[src/rtl/coal_pkg.sv]
package coal_pkg;
   typedef enum logic [1:0] {
      OP_TRACK   = 2'd0,   // apply EOI pulses only
      OP_CLEAR   = 2'd1,
      OP_RESTORE = 2'd2,
      OP_LOAD    = 2'd3    // accepted delivery
   } coal_op_e;
endpackage

[src/rtl/coal_popcount.sv]
module coal_popcount #(
   parameter int WIDTH = 16,
   parameter int OUT_W = $clog2(WIDTH + 1)
) (
   input  logic [WIDTH-1:0] vec,
   output logic [OUT_W-1:0] ones
);
   always_comb begin
      ones = '0;
      for (int i = 0; i < WIDTH; i++) begin
         ones = ones + OUT_W'(vec[i]);
      end
   end
endmodule

[src/rtl/coal_arbiter.sv]
module coal_arbiter
   import coal_pkg::*;
(
   input  logic     clear_req,
   input  logic     restore_req,
   input  logic     dlv_fire,
   input  logic     busy,
   output coal_op_e op,
   output logic     reject
);
   always_comb begin
      op     = OP_TRACK;
      reject = 1'b0;
      if (clear_req) begin
         op = OP_CLEAR;
      end else if (restore_req) begin
         op = OP_RESTORE;
      end else if (dlv_fire) begin
         if (busy) reject = 1'b1;
         else      op     = OP_LOAD;
      end
   end
endmodule

[src/rtl/coal_next.sv]
module coal_next
   import coal_pkg::*;
#(
   parameter int N_DEST = 16,
   parameter int CNT_W  = $clog2(N_DEST + 1)
) (
   input  coal_op_e          op,
   input  logic [N_DEST-1:0] map_q,
   input  logic [CNT_W-1:0]  cnt_q,
   input  logic [N_DEST-1:0] dlv_dest,
   input  logic              dlv_ok,
   input  logic [N_DEST-1:0] rs_vec,
   input  logic [N_DEST-1:0] eoi,
   output logic [N_DEST-1:0] map_d,
   output logic [CNT_W-1:0]  cnt_d
);
   logic [N_DEST-1:0] hit, load_vec;
   logic [CNT_W-1:0]  hit_cnt, load_cnt, rs_cnt;

   assign hit      = eoi & map_q;
   assign load_vec = dlv_ok ? dlv_dest : '0;

   coal_popcount #(.WIDTH(N_DEST), .OUT_W(CNT_W)) u_pc_hit  (.vec(hit),      .ones(hit_cnt));
   coal_popcount #(.WIDTH(N_DEST), .OUT_W(CNT_W)) u_pc_load (.vec(load_vec), .ones(load_cnt));
   coal_popcount #(.WIDTH(N_DEST), .OUT_W(CNT_W)) u_pc_rs   (.vec(rs_vec),   .ones(rs_cnt));

   always_comb begin
      unique case (op)
         OP_CLEAR: begin
            map_d = '0;
            cnt_d = '0;
         end
         OP_RESTORE: begin
            map_d = rs_vec;
            cnt_d = rs_cnt;
         end
         OP_LOAD: begin
            map_d = load_vec;
            cnt_d = load_cnt;
         end
         default: begin
            map_d = map_q & ~hit;
            // guard against underflow: saturate at zero
            cnt_d = (hit_cnt > cnt_q) ? '0 : cnt_q - hit_cnt;
         end
      endcase
   end
endmodule

[src/rtl/coal_eoi_tracker.sv]
module coal_eoi_tracker
   import coal_pkg::*;
#(
   parameter int N_DEST     = 16,
   parameter bit ERR_STICKY = 1'b1,
   localparam int CNT_W     = $clog2(N_DEST + 1)
) (
   input  logic              clk,
   input  logic              rst_n,
   input  logic              clear_req,
   input  logic              restore_req,
   input  logic [N_DEST-1:0] rs_match,
   input  logic [N_DEST-1:0] rs_pending,
   input  logic              dlv_fire,
   input  logic              dlv_ok,
   input  logic [N_DEST-1:0] dlv_dest,
   input  logic [N_DEST-1:0] eoi_pulse,
   input  logic              src_assert,
   output logic              coalesced,
   output logic [CNT_W-1:0]  pending_cnt,
   output logic [N_DEST-1:0] dest_bits,
   output logic              err_busy
);
   generate
      if (N_DEST < 1 || N_DEST > 64) begin : g_bad_cfg
         $error("coal_eoi_tracker: N_DEST must lie in 1..64");
      end
   endgenerate

   coal_op_e          op;
   logic              reject;
   logic [N_DEST-1:0] map_q, map_d;
   logic [CNT_W-1:0]  cnt_q, cnt_d;

   coal_arbiter u_arb (
      .clear_req  (clear_req),
      .restore_req(restore_req),
      .dlv_fire   (dlv_fire),
      .busy       (cnt_q != '0),
      .op         (op),
      .reject     (reject)
   );

   coal_next #(.N_DEST(N_DEST), .CNT_W(CNT_W)) u_next (
      .op      (op),
      .map_q   (map_q),
      .cnt_q   (cnt_q),
      .dlv_dest(dlv_dest),
      .dlv_ok  (dlv_ok),
      .rs_vec  (rs_match & rs_pending),
      .eoi     (eoi_pulse),
      .map_d   (map_d),
      .cnt_d   (cnt_d)
   );

   always_ff @(posedge clk or negedge rst_n) begin
      if (!rst_n) begin
         map_q <= '0;
         cnt_q <= '0;
      end else begin
         map_q <= map_d;
         cnt_q <= cnt_d;
      end
   end

   generate
      if (ERR_STICKY) begin : g_err_sticky
         always_ff @(posedge clk or negedge rst_n) begin
            if (!rst_n)         err_busy <= 1'b0;
            else if (clear_req) err_busy <= 1'b0;
            else if (reject)    err_busy <= 1'b1;
         end
      end else begin : g_err_pulse
         always_ff @(posedge clk or negedge rst_n) begin
            if (!rst_n) err_busy <= 1'b0;
            else        err_busy <= reject;
         end
      end
   endgenerate

   assign coalesced   = src_assert && (cnt_q != '0);
   assign pending_cnt = cnt_q;
   assign dest_bits   = map_q;

   // count and bitmap stay consistent
   a_r10_cnt_tracks_map: assert property (@(posedge clk) disable iff (!rst_n)
      pending_cnt == CNT_W'($countones(dest_bits)));

   // refused delivery leaves state untouched
   a_r9_reject_holds: assert property (@(posedge clk) disable iff (!rst_n)
      dlv_fire && pending_cnt != '0 && !clear_req && !restore_req && eoi_pulse == '0
      |=> $stable(dest_bits) && $stable(pending_cnt) && err_busy);

   // clear empties everything
   a_r7_clear_empties: assert property (@(posedge clk) disable iff (!rst_n)
      clear_req |=> pending_cnt == '0 && dest_bits == '0 && !err_busy);

   // restore rebuilds the bitmap from match and pending
   a_r8_restore_loads: assert property (@(posedge clk) disable iff (!rst_n)
      restore_req && !clear_req |=> dest_bits == $past(rs_match & rs_pending));

   // EOIs on clear bits change nothing
   a_r6_stray_eoi: assert property (@(posedge clk) disable iff (!rst_n)
      !clear_req && !restore_req && !dlv_fire && (eoi_pulse & dest_bits) == '0
      |=> $stable(dest_bits) && $stable(pending_cnt));

   // a nonempty accepted delivery makes the next assertion coalesce
   a_r2_coalesce_after_load: assert property (@(posedge clk) disable iff (!rst_n)
      dlv_fire && dlv_ok && pending_cnt == '0 && !clear_req && !restore_req && dlv_dest != '0
      |=> !src_assert || coalesced);
endmodule

[config.mk]
export PLATFORM = sky130hd
export DESIGN_NAME = coal_eoi_tracker
export DESIGN_NICKNAME = d
export VERILOG_FILES = /design/src/rtl/coal_pkg.sv /design/src/rtl/coal_popcount.sv /design/src/rtl/coal_arbiter.sv /design/src/rtl/coal_next.sv /design/src/rtl/coal_eoi_tracker.sv
export SDC_FILE = /design/constraint.sdc
export NUM_CORES = 1
export LEC_CHECK = 0
export ABC_AREA = 1
export BUFFER_PORTS_ARGS = -buffer_cell sky130_fd_sc_hd__buf_2
export CAP_MARGIN = 30
export CORE_ASPECT_RATIO = 1.2
export CORE_UTILIZATION = 36
export DETAILED_ROUTE_END_ITERATION = 12
export GPL_TIMING_DRIVEN = 0
export SYNTH_ARGS = -nofsm -noshare
export SYNTH_HDL_FRONTEND = slang
export SYNTH_HIERARCHICAL = 1
export SYNTH_SLANG_ARGS = --single-unit
[constraint.sdc]
create_clock -name clk -period 4.2 [get_ports clk]
set_input_delay 0.84 -clock clk [delete_from_list [all_inputs] [get_ports clk]]
set_output_delay 0.84 -clock clk [all_outputs]
set_load 0.01 [all_outputs]
## Yosys cells after proc, flatten, opt, wreduce, memory -nomap -nowiden

Index checks and enable logic that the tools add are counted.

| word-level totals | value |
|---|---|
| flip-flop bits (word level) | 22 |
| input port bits | 71 |
| output and inout port bits | 23 |
| logic and storage cells | 74 |

| operators by class | value |
|---|---|
| $add $sub $neg | 46 |
| magnitude comparators | 1 |
| eq/ne operators | 3 |
| mux-type cells | 14 |
| bitwise operators | 4 |
| reductions and logical operators | 3 |

Operators by type and width:

| kind | count |
|---|---|
| 5-bit by 1-bit adder with 5-bit output | 33 |
| 16-bit AND | 3 |
| 16-bit case mux with 3 select lines | 1 |
| 16-bit 2-to-1 mux | 1 |
| 16-bit NOT | 1 |
| 4-bit by 1-bit adder with 5-bit output | 3 |
| 5-bit case mux with 3 select lines | 1 |
| 3-bit by 1-bit adder with 4-bit output | 3 |
| 2-bit by 1-bit adder with 3-bit output | 3 |
| 2-bit 2-to-1 mux | 4 |
| 1-bit by 1-bit adder with 2-bit output | 3 |
| 1-bit 2-to-1 mux | 6 |
| 5-bit greater-than comparator | 1 |
| 5-bit 2-to-1 mux | 1 |
| 5-bit nonzero test | 1 |
| 5-bit subtractor | 1 |
| 2-bit == test (second input constant) | 2 |
| 2-bit by 1-bit == test with 1-bit output (second input constant) | 1 |
| 2-bit nonzero test | 1 |
| 1-bit logical AND | 1 |

## Longest topological paths before layout

Gate-level depths: netlist of run 1.

| logic depth | value |
|---|---|
| depth in word-level cells | 19 |
| mapped depth | 24 |
| depth with buffers taken out | 24 |

## Hierarchy

Netlist of run 1, hierarchy kept.

By module, submodules not included:

| module | times used | cells each | area an instance (µm²) | seq. area each (µm²) |
|---|---|---|---|---|
| coal_next | 1 | 183 | 987.2 | 0.0 |
| coal_popcount at u_next.u_pc_hit ... | 2 | 48 | 396.6 | 0.0 |
| coal_eoi_tracker | 1 | 62 | 701.9 | 550.5 |
| coal_popcount at u_next.u_pc_rs | 1 | 52 | 414.1 | 0.0 |
| coal_arbiter | 1 | 7 | 32.5 | 0.0 |

## Worst setup path before layout of run 1

Ideal clock, no wire load.

| timing path | value |
|---|---|
| path type | input port to flip-flop |
| start | in eoi_pulse[2] |
| end | reg cnt_q[3], in the netlist pending_cnt[3] |
| library setup time | 0.117 ns |
| arrival time | 4.780 ns |
| required time | 4.083 ns |
| setup slack | -0.698 ns |
| cell stages on the path | 17 |
| buffers on the path | 0 |
| path through | nand2_1 -> inv_1 -> inv_1 -> fa_1 -> fa_1 -> fa_1 -> fa_1 -> fa_1 -> fa_1 -> xnor2_1 -> inv_1 -> ha_1 -> or2_2 -> nand3b_1 -> nand2_1 -> nand3_1 -> nand2_1 |

| between the ends | value |
|---|---|
| cells in the longest elaborated chain, start to end | 18 |
| elaborated cells on any way between the ends | 19 |
| those cells by class | 15 x add/sub; 1 x order compare; 2 x mux; 1 x bitwise |

Ends and longest elaborated chain:

| item | RTL line | text |
|---|---|---|
| from (decl) | coal_eoi_tracker.sv:17 | `input logic [N_DEST-1:0] eoi_pulse,` |
| 16-bit AND * | coal_next.sv:20 | `assign hit = eoi & map_q;` |
| net u_next.hit[2] | coal_next.sv:17 | `logic [N_DEST-1:0] hit, load_vec;` |
| 2-bit by 1-bit adder with 3-bit output * | coal_popcount.sv:11 | `ones = ones + OUT_W'(vec[i]);` |
| 3-bit by 1-bit adder with 4-bit output * | coal_popcount.sv:11 |  |
| 4-bit by 1-bit adder with 5-bit output * | coal_popcount.sv:11 |  |
| 5-bit by 1-bit adder with 5-bit output * (11 in a row) | coal_popcount.sv:11 |  |
| net u_next.hit_cnt[2] | coal_next.sv:18 | `logic [CNT_W-1:0] hit_cnt, load_cnt, rs_cnt;` |
| 5-bit subtractor or 5-bit greater-than comparator (tied branches) | coal_next.sv:44 | `cnt_d = (hit_cnt > cnt_q) ? '0 : cnt_q - hit_cnt;` |
| 5-bit 2-to-1 mux * | coal_next.sv:44 |  |
| 5-bit case mux with 3 select lines * | coal_next.sv:28 | `unique case (op)` |
| net cnt_d[3] | coal_eoi_tracker.sv:33 | `logic [CNT_W-1:0] cnt_q, cnt_d;` |
| to (signal assigned) | coal_eoi_tracker.sv:62 | `cnt_q <= cnt_d;` |
| to (decl) | coal_eoi_tracker.sv:33 |  |

Mark *: on every way through the listed nets, which the timed path passes. The rest lies on a longest branch.
A chain may end at the register's enable or synchronous reset.

## Final worst setup path of run 1

| timing path | value |
|---|---|
| start | in eoi_pulse[11] |
| end | reg cnt_q[4], in the netlist pending_cnt[4] |

| between the ends | value |
|---|---|
| cells in the longest elaborated chain, start to end | 9 |
| elaborated cells on any way between the ends | 10 |
| those cells by class | 6 x add/sub; 1 x order compare; 2 x mux; 1 x bitwise |

Ends and longest elaborated chain:

| item | RTL line |
|---|---|
| 16-bit AND * | coal_next.sv:20 |
| net u_next.hit[11] | coal_next.sv:17 |
| 5-bit by 1-bit adder with 5-bit output * (5 in a row) | coal_popcount.sv:11 |
| net u_next.hit_cnt[2] | coal_next.sv:18 |
| 5-bit subtractor or 5-bit greater-than comparator (tied branches) | coal_next.sv:44 |
| 5-bit 2-to-1 mux * | coal_next.sv:44 |
| 5-bit case mux with 3 select lines * | coal_next.sv:28 |
| net cnt_d[4] | coal_eoi_tracker.sv:33 |

Marks and branches as above.

==> results of run 1 <==
[routing by layer]
layer  GRT usage (%)  vias up
li1                -     1359
met2           31.02       55
met5               0        -
met4           7.040        0
met1           21.78     1206
met3          0.4095       11
[worst paths after layout]
path | from | end | slack [ns] | cells past startpoint
setup reg to reg | dest_bits[11] | pending_cnt[4] | -0.34 | 17
setup / recovery | eoi_pulse[11] | pending_cnt[4] | -0.54 | 18
hold / removal | err_busy | err_busy | 0.50 | 2
min in group asynchronous | rst_n | dest_bits[6] | 0.54 | 1
hold reg to reg | err_busy | err_busy | 0.50 | 2
max in group asynchronous | rst_n | pending_cnt[4] | 3.33 | 1
[power breakdown]
group,total [mW],switching [mW],internal (mW)
registers,0.279,0.0343,0.245
clock network,0.145,0.0618,0.0833
logic,0.820,0.465,0.356
[flip-flops by register name, summed over array words and instances (netlist names)]
signal	count
dest_bits	16
err_busy	1
pending_cnt	5
[stage by stage]
stage	std cells	utilization (%)
3_3_place_gp	584	45.41
6_report	589	46.68
5_1_grt	589	46.68
3_5_place_dp	584	45.41
2_1_floorplan	400	-
4_1_cts	589	46.44
[layout by cell type, fill, tap and decap left out, types with 4 or more instances in the layout]
cell	synthesis	final
sky130_fd_sc_hd__nand2_1	103	99
sky130_fd_sc_hd__buf_2	3	93
sky130_fd_sc_hd__ha_1	20	18
sky130_fd_sc_hd__nand3_1	15	15
sky130_fd_sc_hd__fa_1	31	28
sky130_fd_sc_hd__dfrtp_1	22	22
sky130_fd_sc_hd__o211ai_2	10	10
sky130_fd_sc_hd__clkbuf_8	0	4
sky130_fd_sc_hd__inv_2	3	7
sky130_fd_sc_hd__a21oi_1	5	4
sky130_fd_sc_hd__o211ai_1	6	6
sky130_fd_sc_hd__nand3b_1	17	17
sky130_fd_sc_hd__nor2_1	7	7
sky130_fd_sc_hd__inv_1	137	133
sky130_fd_sc_hd__nand2_2	1	4
[Yosys cell counts]
cell                       count
sky130_fd_sc_hd__inv_2         3
sky130_fd_sc_hd__nand2_2       1
sky130_fd_sc_hd__inv_1       137
sky130_fd_sc_hd__dfrtp_1      22
sky130_fd_sc_hd__nor2_1        7
sky130_fd_sc_hd__o21ai_0       2
sky130_fd_sc_hd__o22ai_1       1
sky130_fd_sc_hd__fa_1         31
sky130_fd_sc_hd__a22o_1        3
sky130_fd_sc_hd__or2_2         1
sky130_fd_sc_hd__nand2_1     103
sky130_fd_sc_hd__o211ai_1      6
sky130_fd_sc_hd__a21oi_1       5
sky130_fd_sc_hd__nor2_4        1
sky130_fd_sc_hd__nand3_1      15
sky130_fd_sc_hd__clkbuf_1      1
sky130_fd_sc_hd__o211ai_2     10
sky130_fd_sc_hd__o21a_1        1
sky130_fd_sc_hd__xnor2_1       3
sky130_fd_sc_hd__buf_2         3
sky130_fd_sc_hd__buf_6         2
sky130_fd_sc_hd__ha_1         20
sky130_fd_sc_hd__a21o_1        1
sky130_fd_sc_hd__nor3_1        3
sky130_fd_sc_hd__nand3b_1     17
sky130_fd_sc_hd__o21bai_1      1
[repair_timing]
item                                    CTS  global route
resized for setup                         6             4
endpoints found under the setup margin    5             5
buffers inserted                          1             0
pin swaps                                 3             0
[critical path: cells and delay by family]
kind / cells / cell delay (ns)
fa+ha+maj: 7 / 3.02
xor+xnor: 1 / 0.14
buf+inv: 4 / 0.27
simple gates: 6 / 0.62
[cells by family (layout without fill, tap and decap cells)]
| logic type | Yosys count | count (layout) |
|---|---|---|
| XOR/XNOR | 3 | 3 |
| buffers and inverters | 146 | 243 |
| adder cells (fa/ha/maj) | 51 | 51 |
| AND/OR/NAND/NOR | 148 | 148 |
| flip-flops | 22 | 22 |
| AO/OA/AOI/OAI | 30 | 30 |
[layout make-up]
type                    instances  area, um2  area share, %
inverters                     140      525.5          14.44
plain buffers                   6      42.54          1.169
multi-input cells             232       1866          51.27
flip-flops and latches         22      550.5          15.13
repair buffers                 93      484.2          13.31
clock buffers                   4      55.05          1.513
well taps                      92      115.1          3.164
==> reports/metrics.csv, run 1 <==
stage,metric,value,unit
sta,crit path time final,4.744,ns
sta,Sum Neg Setup Slack,-2.660,ns
placed_design,count of buffers inserted at the top-level ports,92,
sta,number of slew-limit violations in the final report,0,
yosys,Cells after Synth,400,
layout,Layout Area Growth over Synthesis,24.22,%
placed_design,area post-placement,3540,um2
layout,final design area excluding fillers,3638,um2
pwr,Leakage Power,2.310,nW
run_status,run status,finished with violations,
layout,number of antenna diodes,0,
routing,length of routed met3 wiring,200,um
setup_path,largest fanout on the critical path,5,
sta,smallest hold slack,0.4990,ns
sta,smallest setup slack after layout,-0.5443,ns
cts,worst-skew pair later-pin latency,0.25,ns
hold_path,worst hold-check path type,reg -> reg,
pwr,final total power,1.245,mW
routing,number of optimization iterations in the first detailed-route pass,8,
cts,number of sinks on the clock net,22,
routing,top layer in use,met4,
yosys,nets in the synthesized netlist,522,
routing,total wire length after detailed routing,6.828,mm
layout,Filler Cell Count,825,
placed_design,half-perimeter wire length after detailed placement,6.177,mm
setup_path,Setup crit start kind,input pin,
setup_path,slowest cell on the critical path,sky130_fd_sc_hd__fa_1,
setup_path,critical path endpoint category,flop,
yosys,synthesized area per cell,7.323,um2
floorplanning,starting density of the core,37.58,%
routing,Routed WL per cell,11.59,um
routing,Vias/cell,4.467,
floorplanning,die area,8502,um2
floorplanning,Die Wd,84.34,um
cts,hold-fix buffer count after cts,0,
yosys,share of Yosys cell area claimed by the top area cell type,21.19,%
sta,Final setup violation count,5,
global_routing,sum of overflow across all layers after global routing,0,
placed_design,final RePlAce weighted congestion,0.8811,
cts,Clock Path Buffers,2,
setup_path,critical path's largest stage delay,0.54,ns
layout,net count reported at finish,620,
yosys,area share of and/or/nand/nor cells after synthesis,22.34,%
sta,unrepaired setup endpoints after global routing,true,
cts,CTS tree,built,
yosys,"synthesized-area fraction occupied by ao, oa, aoi and oai cells",8.885,%
placed_design,worst-case setup slack after placement,-0.9509,ns
yosys,share of synthesized area spent on multiplexers,0,%
cts,number of buffers added by the clock tree synthesis step,3,
yosys,xor and xnor area share after synthesis,0.8971,%
cts,root buffer cell,sky130_fd_sc_hd__clkbuf_8,
routing,DRC violations left,4,
global_routing,wire length of the first global-routing pass,11.54,mm
yosys,combinational family with the most area after synthesis,adder cells,
yosys,Synth warnings,6,
sta,share of the clock period used by the worst path after layout,113.0,%
pwr,worst-case vdd ir drop,0.1397,mV
routing,number of nets with antenna violations after detailed routing,0,
routing,routed wire length on met2,3.472,mm
floorplanning,height of the die,100.8,um
job,reported max-cap violation count,0,
cts,number of levels the H-tree was split into,1,
yosys,proportion of synthesized chip area in sequential cells,18.80,%
sta,worst relative slew slack,60.42,%
yosys,mapped cell area,2929,um2
global_routing,maximum number of pins on one net before global-route repair,23,
run_status,violated checks,"design-rule violations, negative setup slack",
setup_path,CP Data Arrival Time,4.89,ns
setup_path,worst path required time,4.34,ns
floorplanning,number of top-level pins,94,
setup_path,worst setup path category,in -> reg,
sta,Achievable Freq,210.8,MHz
yosys,number of storage elements in the synthesis netlist,22,
floorplanning,row cnt,35,
global_routing,number of antenna violations at the first check in global routing,0,
pwr,power density normalized to cell area,342.2,nW/um2
layout,layout cells sized above 1,26.76,%
routing,via count,2631,
yosys,largest cells by area after synthesis,"sky130_fd_sc_hd__fa_1 (21%), sky130_fd_sc_hd__dfrtp_1 (19%), sky130_fd_sc_hd__inv_1 (18%), sky130_fd_sc_hd__nand2_1 (13%), sky130_fd_sc_hd__ha_1 (8.5%)",
yosys,adder and majority cell fraction of the synthesized area,29.73,%
global_routing,combined global-route utilization of all metal layers,17.13,%
floorplanning,total core area,7795,um2
setup_path,cell repeated most along the worst path,sky130_fd_sc_hd__fa_1,
setup_path,ordered cell list for the critical path,"buf_8, nand2_4, inv_2, fa_1, inv_2, fa_1, fa_1, fa_1, fa_2, fa_2, xnor2_1, inv_1, ha_4, or2_4, nand3b_1, nand2_2, nand3_1, nand2_1",
yosys,count of distinct cell types in the synthesized netlist,26,
routing,routed length on met1,2.965,mm
cts,Clock Pin Slew Worst Setup and Hold Paths,0.07,ns
global_routing,via count of the first global-routing pass,2630,
sta,worst-case clock skew,0.005941,ns
yosys,dominant cell type by area after synthesis,sky130_fd_sc_hd__fa_1,
sta,actual slew at the worst max-slew pin,0.5925,ns
routing,starting DRC count in detailed routing,71,
sta,count of endpoints failing hold in the final timing report,0,
Note: power is estimated with default switching activity, not from simulation.
==> inputs of run 2 (changes only) <==
--- a/config.mk
+++ b/config.mk
@@ -8,10 +8,13 @@
 export ABC_AREA = 1
 export BUFFER_PORTS_ARGS = -buffer_cell sky130_fd_sc_hd__buf_2
 export CAP_MARGIN = 30
+export CELL_PAD_IN_SITES_DETAIL_PLACEMENT = 2
+export CELL_PAD_IN_SITES_GLOBAL_PLACEMENT = 2
 export CORE_ASPECT_RATIO = 1.2
-export CORE_UTILIZATION = 36
+export CORE_UTILIZATION = 28
 export DETAILED_ROUTE_END_ITERATION = 12
 export GPL_TIMING_DRIVEN = 0
+export PLACE_DENSITY_LB_ADDON = 0.1
 export SYNTH_ARGS = -nofsm -noshare
 export SYNTH_HDL_FRONTEND = slang
 export SYNTH_HIERARCHICAL = 1
==> constraint.sdc (replaced) <==
create_clock -name clk -period 5 [get_ports clk]
set_input_delay 0.5 -clock clk [delete_from_list [all_inputs] [get_ports clk]]
set_output_delay 0.5 -clock clk [all_outputs]
set_load 0.01 [all_outputs]
==> run 2 against run 1 <==
Net effect:
- die area grew 28%
- largest power group unchanged
- routed wire length grew 25%
- cell area grew 0.14%
- clock power grew 30%
- sequential cell count is the same
- register-to-register slack gained 0.64 ns
- critical path depth shrank 1
- combinational power shrank 18%
- the flow now finishes without violations
- clock-buffer cell count is the same
==> reports/metrics.csv, run 2 (synthesis gave the netlist of run 1 again) <==
stage,metric,value,unit,change
global_routing,global-route met3 utilization,0.8667,%,+0.46 points
global_routing,wire length of the first global-routing pass,13.74,mm,+19%
setup_path,worst setup path category,reg -> reg,,
routing,starting DRC count in detailed routing,53,,-25%
floorplanning,total core area,10110,um2,+30%
sta,crit path time final,4.695,ns,
cts,worst-skew pair later-pin latency,0.26,ns,about the same
sta,number of slew-limit violations in the final report,0,,unchanged
sta,Final setup violation count,0,,-5
cts,Clock Pin Slew Worst Setup and Hold Paths,0.06,ns,about the same
setup_path,critical path's largest stage delay,0.53,ns,about the same
floorplanning,Die Wd,95.37,um,+13%
pwr,worst-case vdd ir drop,0.08879,mV,-36%
routing,Routed WL per cell,13.75,um,+19%
setup_path,Setup crit start kind,flop,,
floorplanning,die area,10880,um2,+28%
sta,worst-case clock skew,0.003640,ns,-0.002301 ns
layout,Layout Area Growth over Synthesis,24.39,%,
layout,net count reported at finish,619,,-0.16%
sta,worst relative slew slack,58.36,%,-2.1 points
layout,most frequent standard cell in the layout excluding fill and tap cells,sky130_fd_sc_hd__inv_1,,
floorplanning,starting density of the core,28.97,%,-8.6 points
setup_path,ordered cell list for the critical path,"nand2_1, inv_1, fa_1, inv_1, fa_1, fa_1, fa_1, fa_2, fa_2, xnor2_1, inv_1, ha_1, or2_2, nand3b_1, nand2_2, nand2_1, nand3_1",,
cts,number of buffers added by the clock tree synthesis step,3,,unchanged
job,reported max-cap violation count,0,,unchanged
hold_path,worst hold-check path type,in -> async,,
run_status,run status,completed,,
cts,number of sinks on the clock net,22,,unchanged
setup_path,largest fanout on the critical path,5,,unchanged
global_routing,global-route layer with the greatest usage,met2,,
routing,number of optimization iterations in the first detailed-route pass,2,,-6
global_routing,sum of overflow across all layers after global routing,0,,unchanged
layout,layout cells sized above 1,24.19,%,-2.6 points
routing,via count,2691,,+2.3%
routing,number of nets with antenna violations after detailed routing,0,,unchanged
sta,Achievable Freq,213.0,MHz,
floorplanning,row cnt,40,,+14%
cts,Clock Path Buffers,2,,unchanged
sta,unrepaired setup endpoints after global routing,false,,
routing,DRC violations left,0,,-4
setup_path,slowest cell on the critical path,sky130_fd_sc_hd__fa_1,,
cts,number of levels the H-tree was split into,1,,unchanged
setup_path,critical path endpoint category,flop,,
global_routing,via count of the first global-routing pass,2887,,+9.8%
setup_path,worst path required time,5.14,ns,+0.80 ns
layout,number of antenna diodes,0,,unchanged
floorplanning,height of the die,114.0,um,+13%
pwr,final total power,1.091,mW,-12%
sta,share of the clock period used by the worst path after layout,93.90,%,
floorplanning,number of top-level pins,94,,unchanged
sta,actual slew at the worst max-slew pin,0.6233,ns,+0.03077 ns
cts,CTS tree,built,,
routing,total wire length after detailed routing,8.552,mm,+25%
global_routing,maximum number of pins on one net before global-route repair,23,,unchanged
pwr,Leakage Power,2.306,nW,-0.18%
setup_path,CP Data Arrival Time,4.84,ns,-0.05 ns
global_routing,met2 track demand over resource,29.90,%,-1.1 points
global_routing,combined global-route utilization of all metal layers,16.58,%,-0.55 points
layout,share of the core filled with cells in the final layout,36.04,%,-11 points
layout,most used cells in the layout excluding fill and tap cells,"sky130_fd_sc_hd__inv_1 (137), sky130_fd_sc_hd__nand2_1 (102), sky130_fd_sc_hd__buf_2 (95)",,
setup_path,cell repeated most along the worst path,sky130_fd_sc_hd__fa_1,,
routing,Vias/cell,4.326,,-3.1%
sta,Sum Neg Setup Slack,0,ns,+2.660 ns
global_routing,fraction of met1 tracks used by global routing,21.48,%,-0.30 points
cts,root buffer cell,sky130_fd_sc_hd__clkbuf_16,,
sta,count of endpoints failing hold in the final timing report,0,,unchanged
global_routing,number of antenna violations at the first check in global routing,0,,unchanged
placed_design,half-perimeter wire length after detailed placement,7.836,mm,+27%
layout,Largest register FFs,16,,unchanged
placed_design,count of buffers inserted at the top-level ports,92,,unchanged
pwr,power density normalized to cell area,299.4,nW/um2,-12%
placed_design,final RePlAce weighted congestion,0.7693,,-13%
==> run 2: final cells by class <==
| type | instances | area (um2) |
|---|---|---|
| fill | 1242 | 6466 |
| timing repair buffer | 92 | 460.4 |
| inverter | 140 | 525.5 |
| buffer | 6 | 41.29 |
| multi-input combinational | 232 | 1819 |
| tap | 126 | 157.7 |
| sequential | 22 | 550.5 |
| clock buffer | 4 | 88.84 |
==> run 2: worst paths after layout <==
check	from	endpoint	slack, ns	cells past startpoint
max reg2reg	dest_bits[7]	pending_cnt[1]	0.30	17
min reg2reg	err_busy	err_busy	0.49	2
max in group asynchronous	rst_n	dest_bits[9]	4.42	1
min in group clk	clear_req	err_busy	0.43	2
max	dest_bits[7]	pending_cnt[1]	0.30	17
min	rst_n	dest_bits[0]	0.22	1
==> run 2: routing by layer <==
metal  part of all wire [%]  wire length, um
met1                     45             3839
met2                     52             4474
met3                    1.9              164
met4                   0.87               74
met5                      0                0
==> run 2: stage by stage <==
| step | cell area, um2 | hold WS (ns) | setup WS (ns) | instances |
|---|---|---|---|---|
| final | 3643 | 0.2176 | 0.3049 | 622 |
| after global routing | 3643 | 0.2409 | 0.06280 | 622 |
| after CTS | 3636 | 0.2312 | 0.07983 | 622 |
| after detailed placement | 3547 | 0.4925 | -0.1318 | 618 |
| after global placement | 3547 | 0.4800 | -0.08740 | 618 |
| after floorplan | 2929 | 0.2044 | 0.4421 | 400 |
==> run 2: power breakdown <==
group | switching [mW] | internal [mW] | total (mW)
combinational | 0.396 | 0.276 | 0.672
sequential | 0.0246 | 0.206 | 0.231
clock | 0.0657 | 0.122 | 0.188
==> run 2: critical path, delay by kind of cell, from the launching register on <==
family,cells,cell delay (ns)
xor gates and xnor gates,1,0.15
adders and majority gates,7,3.06
buffers and inverters,3,0.18
DFF,1,0.41
and+or+nand+nor,6,0.76
==> run 2: repair_timing <==
item / 4_1_cts / 5_1_grt
resized for setup: 0 / 3
setup buffers: 0 / 0
hold buffers: 0 / 0
setup endpoints to repair: 0 / 5
